===== config.mk =====
export PLATFORM = sky130hd
export DESIGN_NAME = split_post_bridge
export DESIGN_NICKNAME = d
export VERILOG_FILES = /design/src/rtl/split_post_bridge.sv
export SDC_FILE = /design/constraint.sdc
export NUM_CORES = 1
export LEC_CHECK = 0
export BUFFER_PORTS_ARGS = -buffer_cell sky130_fd_sc_hd__buf_2
export CAP_MARGIN = 10
export CORE_MARGIN = 5
export CORE_UTILIZATION = 50
export CTS_BUF_LIST = sky130_fd_sc_hd__clkbuf_16
export CTS_CLUSTER_DIAMETER = 80
export DETAILED_ROUTE_END_ITERATION = 7
export PLACE_DENSITY = 0.73
export SYNTH_ARGS = -nofsm -noshare
export SYNTH_HDL_FRONTEND = slang
export SYNTH_SLANG_ARGS = --single-unit

===== constraint.sdc =====
create_clock -name clk -period 3.5 [get_ports clk]
set_input_delay 0.35 -clock clk [delete_from_list [all_inputs] [get_ports clk]]
set_output_delay 0.35 -clock clk [all_outputs]
set_load 0.05 [all_outputs]

===== src/rtl/split_post_bridge.sv =====
module split_post_bridge #(
  parameter int DW    = 32,
  parameter int AW    = 32,
  parameter int NM    = 4,
  parameter int DEPTH = 4,
  parameter int MW    = (NM > 1) ? $clog2(NM) : 1
) (
  input  logic          clk,
  input  logic          rst_n,
  input  logic          up_sel,
  input  logic [1:0]    up_trans,
  input  logic          up_write,
  input  logic [AW-1:0] up_addr,
  input  logic [DW-1:0] up_wdata,
  input  logic [MW-1:0] up_master,
  output logic          up_ready_out,
  output logic [1:0]    up_resp,
  output logic [DW-1:0] up_rdata,
  output logic [NM-1:0] up_split,
  output logic          dn_req,
  input  logic          dn_gnt,
  output logic [1:0]    dn_trans,
  output logic          dn_write,
  output logic [AW-1:0] dn_addr,
  output logic [DW-1:0] dn_wdata,
  input  logic          dn_ready,
  input  logic [1:0]    dn_resp,
  input  logic [DW-1:0] dn_rdata
);
  localparam int PW = (DEPTH > 1) ? $clog2(DEPTH) : 1;
  localparam logic [PW-1:0] LAST  = PW'(DEPTH - 1);
  localparam logic [PW:0]   FULLC = (PW + 1)'(DEPTH);
  localparam logic [1:0] T_IDLE = 2'b00, T_NSEQ = 2'b10, T_SEQ = 2'b11;
  localparam logic [1:0] R_OKAY = 2'b00, R_ERR = 2'b01, R_SPLIT = 2'b11;

  typedef enum logic [1:0] {U_NORM, U_SPL2, U_ERR2} ust_t;

  // request queue
  logic [DEPTH-1:0] fw_q;
  logic [AW-1:0]    fa_q [DEPTH];
  logic [DW-1:0]    fd_q [DEPTH];
  logic [MW-1:0]    fm_q [DEPTH];
  logic [PW-1:0]    wi_q, ri_q;
  logic [PW:0]      cnt_q;

  // upstream data phase
  logic          dp_v_q, dp_w_q;
  logic [AW-1:0] dp_a_q;
  logic [MW-1:0] dp_m_q;
  ust_t          ust_q, ust_d;

  // per-master split bookkeeping
  logic [NM-1:0] pend_q, done_q, berr_q, split_q;
  logic [DW-1:0] bdat_q [NM];

  logic ds_busy_q;

  wire full   = (cnt_q == FULLC);
  wire empty  = (cnt_q == '0);
  wire accept = up_sel && (up_trans == T_NSEQ || up_trans == T_SEQ) && up_ready_out;
  wire rd_dp  = (ust_q == U_NORM) && dp_v_q && !dp_w_q;
  wire hit    = rd_dp && done_q[dp_m_q];
  wire again  = rd_dp && pend_q[dp_m_q] && !done_q[dp_m_q];
  wire push_w = (ust_q == U_NORM) && dp_v_q && dp_w_q && !full;
  wire push_r = rd_dp && !pend_q[dp_m_q] && !full;
  wire push   = push_w || push_r;
  wire take   = hit;
  wire dn_go  = !ds_busy_q && !empty && dn_gnt;
  wire pop    = ds_busy_q && dn_ready;
  wire pop_rd = pop && !fw_q[ri_q];

  always_comb begin
    up_ready_out = 1'b1;
    up_resp      = R_OKAY;
    ust_d        = U_NORM;
    case (ust_q)
      U_SPL2: up_resp = R_SPLIT;
      U_ERR2: up_resp = R_ERR;
      default: begin
        if (dp_v_q) begin
          if (dp_w_q) begin
            up_ready_out = !full;
          end else if (hit) begin
            if (berr_q[dp_m_q]) begin
              up_ready_out = 1'b0;
              up_resp      = R_ERR;
              ust_d        = U_ERR2;
            end
          end else if (again || !full) begin
            up_ready_out = 1'b0;
            up_resp      = R_SPLIT;
            ust_d        = U_SPL2;
          end else begin
            up_ready_out = 1'b0;
          end
        end
      end
    endcase
  end

  assign up_rdata = bdat_q[dp_m_q];
  assign up_split = split_q;
  assign dn_req   = !empty;
  assign dn_trans = dn_go ? T_NSEQ : T_IDLE;
  assign dn_write = fw_q[ri_q];
  assign dn_addr  = fa_q[ri_q];
  assign dn_wdata = fd_q[ri_q];

  always_ff @(posedge clk or negedge rst_n) begin
    if (!rst_n) begin
      dp_v_q <= 1'b0;
      dp_w_q <= 1'b0;
      dp_a_q <= '0;
      dp_m_q <= '0;
      ust_q  <= U_NORM;
    end else begin
      ust_q <= ust_d;
      if (up_ready_out) begin
        dp_v_q <= accept;
        if (accept) begin
          dp_w_q <= up_write;
          dp_a_q <= up_addr;
          dp_m_q <= up_master;
        end
      end else if (ust_d != U_NORM) begin
        dp_v_q <= 1'b0;
      end
    end
  end

  always_ff @(posedge clk or negedge rst_n) begin
    if (!rst_n) begin
      wi_q  <= '0;
      ri_q  <= '0;
      cnt_q <= '0;
    end else begin
      if (push) wi_q <= (wi_q == LAST) ? '0 : wi_q + 1'b1;
      if (pop)  ri_q <= (ri_q == LAST) ? '0 : ri_q + 1'b1;
      cnt_q <= cnt_q + (PW + 1)'(push) - (PW + 1)'(pop);
    end
  end

  always_ff @(posedge clk) begin
    if (push) begin
      fw_q[wi_q] <= dp_w_q;
      fa_q[wi_q] <= dp_a_q;
      fd_q[wi_q] <= up_wdata;
      fm_q[wi_q] <= dp_m_q;
    end
  end

  always_ff @(posedge clk or negedge rst_n) begin
    if (!rst_n) begin
      ds_busy_q <= 1'b0;
      split_q   <= '0;
    end else begin
      ds_busy_q <= ds_busy_q ? !dn_ready : (dn_go && dn_ready);
      split_q   <= '0;
      if (pop_rd) split_q[fm_q[ri_q]] <= 1'b1;
    end
  end

  always_ff @(posedge clk or negedge rst_n) begin
    if (!rst_n) begin
      pend_q <= '0;
      done_q <= '0;
      berr_q <= '0;
    end else begin
      for (int i = 0; i < NM; i++) begin
        if (push_r && dp_m_q == MW'(i))    pend_q[i] <= 1'b1;
        else if (take && dp_m_q == MW'(i)) pend_q[i] <= 1'b0;
        if (pop_rd && fm_q[ri_q] == MW'(i)) begin
          done_q[i] <= 1'b1;
          berr_q[i] <= (dn_resp == R_ERR);
        end else if (take && dp_m_q == MW'(i)) begin
          done_q[i] <= 1'b0;
        end
      end
    end
  end

  always_ff @(posedge clk) begin
    for (int i = 0; i < NM; i++)
      if (pop_rd && fm_q[ri_q] == MW'(i)) bdat_q[i] <= dn_rdata;
  end

  assert_split_onehot_R5: assert property (@(posedge clk) disable iff (!rst_n)
    $onehot0(up_split));
  assert_split_pulse_R5: assert property (@(posedge clk) disable iff (!rst_n)
    (up_split != '0) |=> ((up_split & $past(up_split)) == '0));
  assert_split_tail_R4: assert property (@(posedge clk) disable iff (!rst_n)
    (up_resp == R_SPLIT && !up_ready_out) |=> (up_resp == R_SPLIT && up_ready_out));
  assert_err_tail_R9: assert property (@(posedge clk) disable iff (!rst_n)
    (up_resp == R_ERR && !up_ready_out) |=> (up_resp == R_ERR && up_ready_out));
  assert_dn_grant_R7: assert property (@(posedge clk) disable iff (!rst_n)
    (dn_trans == T_NSEQ) |-> (dn_gnt && dn_req));
  assert_dn_hold_R8: assert property (@(posedge clk) disable iff (!rst_n)
    (ds_busy_q && !dn_ready) |=> ($stable(dn_addr) && $stable(dn_write) && $stable(dn_wdata)));
endmodule


Yosys cells after proc, flatten, opt, wreduce, memory -nomap -nowiden
Memories as Yosys holds them, arrays and structs flattened.
Cells that the tools add are included.
{"block": "totals", "mem_count": 4, "in_bits": 108, "register_bits": 66, "output_inout_bits": 107, "elab_cells": 179, "ram_bits": 392}
{"block": "classes", "addsub": 4, "n_eq_ne": 14, "magnitude_cmp": 6, "reduce_logical": 60, "n_mux": 68}
{"name": "bdat_q", "depth": 4, "width": 32, "rd": 1, "rd_clocked_by_memory_dff": 0, "wr": 1, "line": "54", "source": "logic [DW-1:0] bdat_q [NM];"}
{"name": "fa_q", "depth": 4, "width": 32, "rd": 1, "rd_clocked_by_memory_dff": 0, "wr": 1, "line": "40", "source": "logic [AW-1:0] fa_q [DEPTH];"}
{"name": "fd_q", "depth": 4, "width": 32, "rd": 1, "rd_clocked_by_memory_dff": 0, "wr": 1, "line": "41", "source": "logic [DW-1:0] fd_q [DEPTH];"}
{"name": "fm_q", "depth": 4, "width": 2, "rd": 1, "rd_clocked_by_memory_dff": 0, "wr": 1, "line": "42", "source": "logic [MW-1:0] fm_q [DEPTH];"}
{"op": "2-to-1 mux 32 bit", "n": 3}
{"op": "OR reduction 32 bit", "n": 3}
{"op": "2-to-1 mux 1 bit", "n": 41}
{"op": "logical AND 1 bit", "n": 30}
{"op": "2-to-1 mux 2 bit", "n": 15}
{"op": "nonzero test 2 bit", "n": 10}
{"op": "equality test 2 bit (second input constant)", "n": 9}
{"op": "< comparator 2 x 3 -> 1 bit (second input constant)", "n": 4}
{"op": "binary-select mux 1 bit (select 2 bit)", "n": 4}
{"op": "equality test 2 x 1 -> 1 bit (second input constant)", "n": 4}
{"op": "logical NOT 1 bit", "n": 8}
{"op": "logical NOT 2 bit", "n": 3}
{"op": "adder 2 x 1 -> 2 bit (second input constant)", "n": 2}
{"op": "bitwise mux 4 bit", "n": 1}
{"op": "demux 1 bit (select 2 bit)", "n": 2}
{"op": ">= comparator 2 x 1 -> 1 bit (second input constant)", "n": 2}
{"op": "2-to-1 mux 4 bit", "n": 1}
{"op": "case mux 2 bit (2 select lines)", "n": 1}
{"op": "adder 3 x 1 -> 3 bit", "n": 1}
{"op": "equality test 3 bit (second input constant)", "n": 1}
{"op": "logical NOT 3 bit", "n": 1}
{"op": "logical OR 1 bit", "n": 3}
{"op": "subtractor 3 x 1 -> 3 bit", "n": 1}
{"op": "AND reduction 2 bit", "n": 1}
{"op": "OR reduction 2 bit", "n": 1}

Longest topological paths before layout
{"block": "depth", "depth_word": 14, "ltp_mapped": 10, "ltp_nobuf": 10}

Worst setup path after synthesis
OpenSTA, ideal clock, no wires.
{"block": "synth_timing", "path_kind": "flip-flop to flip-flop", "startpoint": "register ri_q[0]", "endpoint": "register berr_q[0]", "required_time_ns": 3.375, "setup_slack_ns": -0.448, "setup_time_ns": 0.125, "path_buffers": 1, "stages_incl_launch_ff": 5, "synth_period_minus_slack_ns": 3.948, "arrival_ns": 3.823, "cell_sequence": "dfrtp_1 -> clkbuf_1 -> mux4_2 -> nor4_2 -> mux2_2"}
{"block": "synth_between", "elab_chain_cells": 5, "word_cells_on_any_way": 7, "classes_between": "2 x mux; 4 x reduce/logical; 1 x memory"}
{"item": "start: declaration", "line": "43", "source": "logic [PW-1:0] wi_q, ri_q;"}
{"item": "start signal: assignment", "line": "138", "source": "if (pop) ri_q <= (ri_q == LAST) ? '0 : ri_q + 1'b1;"}
{"item": "binary-select mux 1 bit (select 2 bit)"}
{"item": "2-to-1 mux 1 bit"}
{"item": "via dn_write", "line": "23", "source": "output logic dn_write,"}
{"item": "logical NOT 1 bit", "line": "70", "source": "wire pop_rd = pop && !fw_q[ri_q];"}
{"item": "logical AND 1 bit", "line": "70"}
{"item": "logical AND 1 bit", "line": "172", "source": "if (pop_rd && fm_q[ri_q] == MW'(i)) begin"}
{"item": "end signal: indexed assignment", "line": "174", "source": "berr_q[i] <= (dn_resp == R_ERR);"}
{"item": "end: declaration", "line": "53", "source": "logic [NM-1:0] pend_q, done_q, berr_q, split_q;"}
The timed path passes the listed nets, and every way through them passes these cells. The select of a mux whose other input is x is not followed.
A chain may end at the register's enable or synchronous reset.

Final worst setup path
{"block": "layout_timing", "startpoint": "register dp_m_q[0]", "endpoint": "output up_resp[1]"}
{"block": "layout_between", "elab_chain_cells": 10, "word_cells_on_any_way": 14, "classes_between": "9 x mux; 5 x reduce/logical"}
{"item": "start: declaration", "line": "49", "source": "logic [MW-1:0] dp_m_q;"}
{"item": "start signal: assignment", "line": "123", "source": "dp_m_q <= up_master;"}
{"item": "binary-select mux 1 bit (select 2 bit), on equally long branches", "line": "63, 62"}
{"item": "2-to-1 mux 1 bit, on equally long branches", "line": "63, 62"}
{"item": "logical AND 1 bit / logical NOT 1 bit (equally long branches)", "line": "63", "source": "wire again = rd_dp && pend_q[dp_m_q] && !done_q[dp_m_q];"}
{"item": "logical AND 1 bit", "line": "63"}
{"item": "logical OR 1 bit", "line": "89", "source": "end else if (again || !full) begin"}
{"item": "2-to-1 mux 2 bit", "line": "89"}
{"item": "2-to-1 mux 2 bit (*)", "line": "83", "source": "end else if (hit) begin"}
{"item": "2-to-1 mux 2 bit (*)", "line": "81", "source": "if (dp_w_q) begin"}
{"item": "2-to-1 mux 2 bit (*)", "line": "80", "source": "if (dp_v_q) begin"}
{"item": "case mux 2 bit (2 select lines) (*)", "line": "76", "source": "case (ust_q)"}
{"item": "end: declaration", "line": "17", "source": "output logic [1:0] up_resp,"}
Every way passes the cells marked *; elsewhere a longest branch is shown, timed or not. The select of a mux whose other input is x is not followed.

==> reports/results.tsv <==
stage	metric	value	unit
synthesis	number of register bits inferred by synthesis	458	
pwr	areal power density over the cells	888	nW/um^2
synthesis	number of enable-type register cells in the synthesized netlist	396	
sta	tightest slew margin relative to the limit	39.5	%
detailed_routing	Detail Route Antenna Nets	0	
detailed_routing	via count	8232	
synthesis	portion of the post-synthesis area used by sequential elements	79.0	%
sta	final number of setup-violating endpoints	0	
cells_and_area	commonest non-fill, non-tap cells in the layout	sky130_fd_sc_hd__edfxtp_1 (396), sky130_fd_sc_hd__buf_2 (211), sky130_fd_sc_hd__mux4_2 (102)	
global_route	overall overflow remaining after global route	0	
place	placed wire-length estimate	20200	um
floorplanning	die span in x	194	um
floorplanning	starting utilization of the core area	50.8	%
sta	worst-case hold slack	0.0273	ns
run	Max Cap Violations	0	
clock_network	number of resized instances in the post-cts repair step	0	
clock_network	Clock Sink Count	458	
cells_and_area	number of nets at the end of the flow	1176	
cells_and_area	finished layout cell area	21000	um^2
worst_setup_path	Max Fanout on Critical Path	15	
pwr	worst supply voltage drop on vdd	0.000791	V
pwr	NetSw	6.89	mW
min_path	worst hold-check path type	in -> reg	
run_status	status	finished, final reports clean	
pwr	portion of total power attributed to combinational logic	35.4	%
detailed_routing	wire per inst	21.4	um
detailed_routing	wire length after detailed routing	33000	um
cells_and_area	Area Overhead vs Synth	23.5	%
synthesis	number of different library cells in the post-synthesis netlist	44	
sta	maximum frequency from static timing analysis	322	MHz
sta	Hold Fails Final Rpt	0	
floorplanning	number of primary I/O pins	215	
min_path	worst hold start	up_addr[8]	
clock_network	clock transition time at the flip-flop clock pins of the worst setup and hold paths	0.06	ns
synthesis	count of yosys warnings during synthesis	0	
detailed_routing	number of detailed-routing iterations run before antenna repair	5	
clock_network	Post-CTS Hold Buffers	85	
sta	worst slew pin tran	0.908	ns
worst_setup_path	data arrival at the endpoint of the critical path	2.75	ns
synthesis	total nets after synthesis	838	
worst_setup_path	RR Startpoint	dp_m_q[0]	
clock_network	Post-CTS Setup Inserts	0	
place	placement-stage cell area	18800	um^2
floorplanning	die area	37800	um^2
synthesis	post-synthesis cell area	17000	um^2
cells_and_area	commonest non-fill, non-tap cell in the layout	sky130_fd_sc_hd__edfxtp_1	
clock_network	number of levels the H-tree was split into	2	
sta	Worst Clk Skew	0.0227	ns
synthesis	cell count after synthesis	720	
worst_setup_path	CP Class	reg -> out	
detailed_routing	number of violations reported at the end of detailed-routing iteration 0	409	
pwr	fraction of power spent switching nets	36.9	%
detailed_routing	vias per std cell	5.33	
sta	unrepaired setup endpoints after global routing	false	
pwr	final total power	18.7	mW
worst_setup_path	crit path launch	dp_m_q[0]	
worst_setup_path	critical path capture point type	output port	
synthesis	top flip-flop cell by instance count after synthesis	sky130_fd_sc_hd__edfxtp_1	
global_route	maximum number of pins on one net before global-route repair	63	
worst_setup_path	register-to-register setup slack	0.74	ns
cells_and_area	layout cell share with drive strength beyond 1	41.0	%
clock_network	root buffer selected by CTS	sky130_fd_sc_hd__clkbuf_16	
global_route	aggregate global-route resource usage	17.8	%
min_path	Hold Path End	dp_a_q[8]	
global_route	vias in the first global route	8895	
worst_setup_path	nature of the critical path startpoint	register	
floorplanning	die height	194	um
min_path	Cells on Worst Hold Path	2	
sta	share of the clock period used by the worst path after layout	88.7	%
pwr	share of total power in the clock network	23.3	%
clock_network	clock buffer count from CTS	45	
clock_network	later-pin clock latency in the skew report	0.57	ns
sta	Final Max Slew Viols	0	
place	number of buffer cells added on primary ports	212	
place	Placer Congestion	0.731	
global_route	wire length of the first global-routing pass	52300	um
clock_network	maximum clock insertion buffer count	3	
global_route	number of antenna violations at the first check in global routing	0	
clock_network	TritonCTS clock tree	built	
synthesis	Synth async-reset ratio	13.5	%
pwr	Leak	7.52	nW
sta	post-route minimum period	3.10	ns
worst_setup_path	Data required, critical path	3.15	ns
floorplanning	standard cell core area	33500	um^2
worst_setup_path	Reg2Reg Capture Point	cnt_q[2]	
cells_and_area	utilization after layout	62.7	%
pwr	Internal	11.8	mW
detailed_routing	Residual DRC	0	
floorplanning	placement row count	67	
cells_and_area	FILL cells	2291	
synthesis	mean cell area of the mapped netlist	23.6	um^2
pwr	register share of total power	41.3	%
worst_setup_path	Register-to-Register Path Depth	9	
[layer usage]
metal	up-vias	track usage, %	routed length [um]	share of wire, %
met1	4234	24.0	13500	41
met5	-	0	0	0
met4	0	5.36	671	2.0
li1	3677	-	-	-
met3	50	4.83	2480	7.5
met2	271	28.8	16300	49
[power groups by stage]
stage / registers (mW) / clock network (mW) / logic (mW)
final: 7.70 / 4.35 / 6.61
after global routing: 7.83 / 4.73 / 6.99
after CTS: 7.72 / 4.46 / 6.73
after detailed placement: 7.82 / 0 / 6.63
after global placement: 7.74 / 0 / 6.56
after floorplan: 7.57 / 0 / 5.15
[critical path, cell delays in order (launching register included)]
cell	delay [ns]
sky130_fd_sc_hd__dfrtp_2	0.53
sky130_fd_sc_hd__mux4_2	0.59
sky130_fd_sc_hd__and2_1	0.30
sky130_fd_sc_hd__nor4_2	0.36
sky130_fd_sc_hd__a21o_1	0.13
sky130_fd_sc_hd__buf_2	0.28
[layout make-up]
type                    count  area [um^2]  area share (%)
clock inverters            38          219            1.04
diodes                      3         7.51          0.0357
well taps                 448          561            2.67
clock buffers              45         1130            5.36
repair buffers            322         2200            10.5
inverters                  12         45.0           0.214
flip-flops and latches    458        13500            64.0
multi-input cells         219         3400            16.2
[flip-flops by register name, indices dropped and copies added (netlist names)]
register,count
bdat_q,128
berr_q,4
cnt_q,3
done_q,4
dp_a_q,32
dp_m_q,2
dp_v_q,1
dp_w_q,1
ds_busy_q,1
fa_q,128
fd_q,128
fm_q,8
fw_q,4
pend_q,4
ri_q,2
up_split,4
ust_q,2
wi_q,2
[cell usage after synthesis (2+ instances only)]
master	count	area, um^2
sky130_fd_sc_hd__a21o_1	6	45.0
sky130_fd_sc_hd__a21oi_1	2	10.0
sky130_fd_sc_hd__a22o_1	3	26.3
sky130_fd_sc_hd__and2_1	5	31.3
sky130_fd_sc_hd__and3b_1	2	17.5
sky130_fd_sc_hd__buf_1	6	22.5
sky130_fd_sc_hd__buf_2	8	40.0
sky130_fd_sc_hd__buf_4	2	15.0
sky130_fd_sc_hd__buf_6	4	45.0
sky130_fd_sc_hd__clkbuf_1	11	41.3
sky130_fd_sc_hd__dfrtp_1	62	1550
sky130_fd_sc_hd__edfxtp_1	396	11900
sky130_fd_sc_hd__ha_1	9	113
sky130_fd_sc_hd__inv_1	12	45.0
sky130_fd_sc_hd__mux2_1	3	33.8
sky130_fd_sc_hd__mux2_2	38	428
sky130_fd_sc_hd__mux4_2	102	2300
sky130_fd_sc_hd__nand2_1	11	41.3
sky130_fd_sc_hd__nand2b_1	2	12.5
sky130_fd_sc_hd__nor2_1	3	11.3
sky130_fd_sc_hd__nor2b_1	4	25.0
sky130_fd_sc_hd__nor3_1	3	15.0
sky130_fd_sc_hd__nor3b_1	2	15.0
sky130_fd_sc_hd__nor4_2	2	25.0
sky130_fd_sc_hd__nor4b_2	2	30.0
sky130_fd_sc_hd__o21ai_0	2	10.0
[worst max-delay path by stage]
| stage | depth (start not counted) | end | slack [ns] |
|---|---|---|---|
| 6_report | 5 | up_resp[1] | 0.40 |
| 5_1_grt | 5 | up_resp[1] | 0.22 |
| 4_1_cts | 5 | up_resp[1] | 0.31 |
| 3_5_place_dp | 9 | cnt_q[2] | 0.72 |
| 3_3_place_gp | 9 | cnt_q[2] | 0.76 |
| 2_1_floorplan | 4 | berr_q[0] | -0.45 |
[kinds of logic after synthesis]
group                      after synthesis  synth area share [%]
DFF                                    458                  79.0
muxes                                  143                  16.2
buffers and inverters                   43                  1.23
and+or+nand+nor                         42                  1.67
AOI/OAI and AO/OA                       21                  1.00
adders and majority gates               10                 0.779
xor gates and xnor gates                 2                 0.103
other                                    1                0.0220
[stage by stage]
step	TNS, ns	std cells	setup WS (ns)
after floorplan	-31.85	720	-0.448
after global placement	0	1374	0.756
after detailed placement	0	1374	0.723
after CTS	0	1542	0.313
after global routing	0	1542	0.219
final	0	1545	0.397
No activity file was read; power rests on OpenSTA's default activity.
